==> src/rtl/puf_lock_fsm.sv <==
module puf_lock_fsm #(
  parameter int FUNC_W = 2,
  parameter int LOCK_W = 6,
  parameter logic [4*(FUNC_W+LOCK_W)-1:0] MIX_KEYS = 32'hC95BA635
) (
  input  logic                       clk,
  input  logic                       rst_n,
  input  logic [FUNC_W+LOCK_W-1:0]   seed,
  input  logic                       sym_vld,
  input  logic [1:0]                 sym,
  output logic                       locked,
  output logic                       detect
);
  localparam int ST_W = FUNC_W + LOCK_W;
  localparam logic [ST_W-1:0]   INIT_CODE = '0;
  localparam logic [FUNC_W-1:0] F_IDLE = FUNC_W'(0);
  localparam logic [FUNC_W-1:0] F_A    = FUNC_W'(1);
  localparam logic [FUNC_W-1:0] F_B    = FUNC_W'(2);
  localparam logic [FUNC_W-1:0] F_HIT  = FUNC_W'(3);
  localparam logic [1:0] PAT0 = 2'd1;
  localparam logic [1:0] PAT1 = 2'd2;
  localparam logic [1:0] PAT2 = 2'd3;

  logic [ST_W-1:0]   state, mixed, mix_next;
  logic [FUNC_W-1:0] fst, fnext;

  assign fst      = state[FUNC_W-1:0];
  assign mixed    = {state[ST_W-2:0], state[ST_W-1]} ^ MIX_KEYS[ST_W*sym +: ST_W];
  assign mix_next = (mixed[ST_W-1:FUNC_W] == '0) ? INIT_CODE : mixed;

  always_comb begin
    if (sym == PAT0)                     fnext = F_A;
    else if (fst == F_A && sym == PAT1)  fnext = F_B;
    else if (fst == F_B && sym == PAT2)  fnext = F_HIT;
    else                                 fnext = F_IDLE;
  end

  always_ff @(posedge clk) begin
    if (!rst_n)       state <= seed;
    else if (sym_vld) state <= locked ? mix_next : {{LOCK_W{1'b0}}, fnext};
  end

  assign locked = |state[ST_W-1:FUNC_W];
  assign detect = !locked && (fst == F_HIT);
endmodule


==> config.mk <==
export PLATFORM = sky130hd
export DESIGN_NAME = puf_lock_fsm
export DESIGN_NICKNAME = d
export VERILOG_FILES = /design/src/rtl/puf_lock_fsm.sv
export SDC_FILE = /design/constraint.sdc
export NUM_CORES = 1
export LEC_CHECK = 0
export BUFFER_PORTS_ARGS = -buffer_cell sky130_fd_sc_hd__buf_4
export CORE_ASPECT_RATIO = 1.2
export CORE_MARGIN = 2
export CORE_UTILIZATION = 40
export DETAILED_ROUTE_END_ITERATION = 12
export MAX_ROUTING_LAYER = met4
export PLACE_DENSITY = 0.66
export SLEW_MARGIN = 20
export SYNTH_ARGS = -nofsm -noshare
export SYNTH_HDL_FRONTEND = slang
export SYNTH_SLANG_ARGS = --single-unit
==> constraint.sdc <==
create_clock -name clk -period 2.1 [get_ports clk]
set_clock_uncertainty 0.2 [all_clocks]
set_input_delay 0 -clock clk [delete_from_list [all_inputs] [get_ports clk]]
set_output_delay 0 -clock clk [all_outputs]
set_load 0.02 [all_outputs]
==> flow_summary.toml <==
[worst_hold_path]
hp-class = "input port to flip-flop"

[job]
maxCapViolCount = 0

[cts]
cts_resized = 0
clock_path_buffers = 2
clk_latency_ps = 260
cts_tree = "built"
cts_buffers = 3
clock_tree.root_cell = "clkbuf_4"
h-tree-depth = 1
path_clk_slew_ps = 60
clock_sinks = 8

[global_routing]
grt_max_degree = 20
grt_antenna_before_repair = 0
grt_pass1_vias = 496
grt_pass1_wl_um = 2010
grt_usage_pct = 16.7
grt_overflow = 0

[power_and_ir_drop]
power.share.switching_pct = 28.7
p_leak_nw = 0.375
power_density_nw_per_um2 = 555
p_clk_share_pct = 26.1
peakVddDrop_mv = 0.296
p_comb_share_pct = 25.4
p_seq_share_pct = 48.6
p_int_mw = 0.337
netSwitchingPower_mw = 0.136
design_power_total_mw = 0.473

[synth]
syn_area_um2 = 644
syn_avg_cell_area_um2 = 9.34
synth-seq-cells = 8
syn_nets = 86
ys_seq_area_share_pct = 37.3
synth.distinct_cells = 27
ys.flop_type = "edfxtp_1"
synth-edff-count = 8
yosysWarnings = 0
async_reset_ff_share_pct = 0
syn-instance-count = 69

[final_layout]
largest_registers = "state x8"
fin_util_pct = 57.5
nNetsFinal = 110
nFillCells = 144
mostFrequentLayoutCells = "14 x buf_4, 9 x dlygate4sd3_1, 8 x inv_1, 8 x nand2_1, 8 x edfxtp_1"
area_delta_synth_final_pct = 32.2
layout.cells.non_filler = 108
drive_gt1_share_pct = 22.0
diodes = 0
largest_reg_flops = 8
final_common_cell = "buf_4"
regMostFlops = "state"
fin_area_um2 = 852

[place]
io_buffers = 14
dp.cells = 96
finalWeightedCongestion = 0.817
placed_area_um2 = 739
place_hpwl_um = 955
post-place-ws_ps = 331

[floorplan]
start_util_pct = 43.5
die_area_um2 = 1950
placementRows = 15
die_x_um = 40.6
core_area_um2 = 1480
fp.dieH_um = 48.0
io_pins = 15

[critical_path]
critPathArrivalTime_ps = 1740
crit_path_cell_trace = "nor4_1 -> and2_1 -> and3_1 -> buf_4"
crit_family = "simple AND/OR/NAND/NOR gates"
cp-start-kind = "flip-flop"
required_ps = 1900
crit_path_end_kind = "output pin"
crit_slowest_cell = "edfxtp_1"
path_buf_inv = 1
cp_max_fo = 10
max_stage_delay_ps = 440
crit_type = "flip-flop to output pin"

[sta]
period_needed_ps = 1940
timing.final.crit_share_pct = 92.3
rsz0062_at_grt = "no"
setup_slack_ps = 161
fmax_mhz = 516
slew-limit-headroom_pct = 71.7
holdWs_ps = 43.7
setup_viol = 0
finalSetupTns_ps = 0
final-hold-violation-count = 0
drv_slew = 0
worstMarginPinSlew_ps = 425

[route]
drc = 0
vias = 535
postRouteAntennaNets = 0
wire_per_inst_um = 12.9
drt_iter0_drc = 12
wirelength_um = 1390
drtPass1Iterations = 3
avgViaCountPerCell = 4.95

[run_status]
status = "completed"
==> cell families after synthesis <==
logic type,synth area share (%)
compound gates,13.8
xor+xnor,10.9
fa+ha+maj,7.77
buf+inv,10.5
flops,37.3
simple gates,19.8
==> routing by layer <==
layer,wire length [µm],global-route usage [%],vias up,share of wire (%)
li1,-,-,283,-
met1,672,18.9,241,48
met2,666,27.0,11,48
met3,54,4.19,0,3.9
met4,0,8.00,0,0
met5,0,-,-,0
==> synthesized netlist by cell type (2+ instances only) <==
cell / instances / area share (%)
nand3b_1: 3 / 3.5
nor2_1: 2 / 1.2
o22ai_1: 6 / 5.8
ha_1: 4 / 7.8
xor2_1: 4 / 5.4
a31oi_1: 2 / 1.9
nand2b_1: 2 / 1.9
edfxtp_1: 8 / 37
nand2_1: 8 / 4.7
inv_1: 8 / 4.7
xnor2_1: 4 / 5.4
nor2b_1: 2 / 1.9
buf_6: 2 / 3.5
==> area by class of cell <==
| cell class | instances | area [µm²] | share of cell area [%] |
|---|---|---|---|
| inverters | 9 | 36.3 | 4.26 |
| flip-flops and latches | 8 | 240 | 28.2 |
| well taps | 17 | 21.3 | 2.50 |
| clock buffers | 3 | 22.5 | 2.64 |
| repair buffers | 23 | 195 | 22.9 |
| multi-input cells | 48 | 337 | 39.5 |
==> worst paths after layout <==
check / from / endpoint / slack, ps / cells past startpoint
setup / recovery: state[4] / detect / 160 / 4
hold / removal: sym[0] / state[7] / 40 / 4
setup reg to reg: state[4] / state[1] / 300 / 5
hold reg to reg: state[4] / state[5] / 580 / 3
==> power by group through the flow <==
stage	registers, mW	clock network (mW)	logic, mW
final	0.230	0.123	0.120
after global routing	0.231	0.135	0.135
after CTS	0.229	0.128	0.121
after detailed placement	0.232	0	0.107
after global placement	0.231	0	0.105
after floorplan	0.224	0	0.0789
==> timing repair <==
action,4_1_cts,5_1_grt
hold endpoints to repair,8,0
setup buffers,0,0
hold buffers,9,0
==> worst reg2reg max path: cells and delay by family (launching register included) <==
kind	cells	cell delay [ps]
AOI/OAI and AO/OA	1	60
and+or+nand+nor	3	780
DFF	1	440
buffers and inverters	1	60
Note: power is estimated with default switching activity, not from simulation.
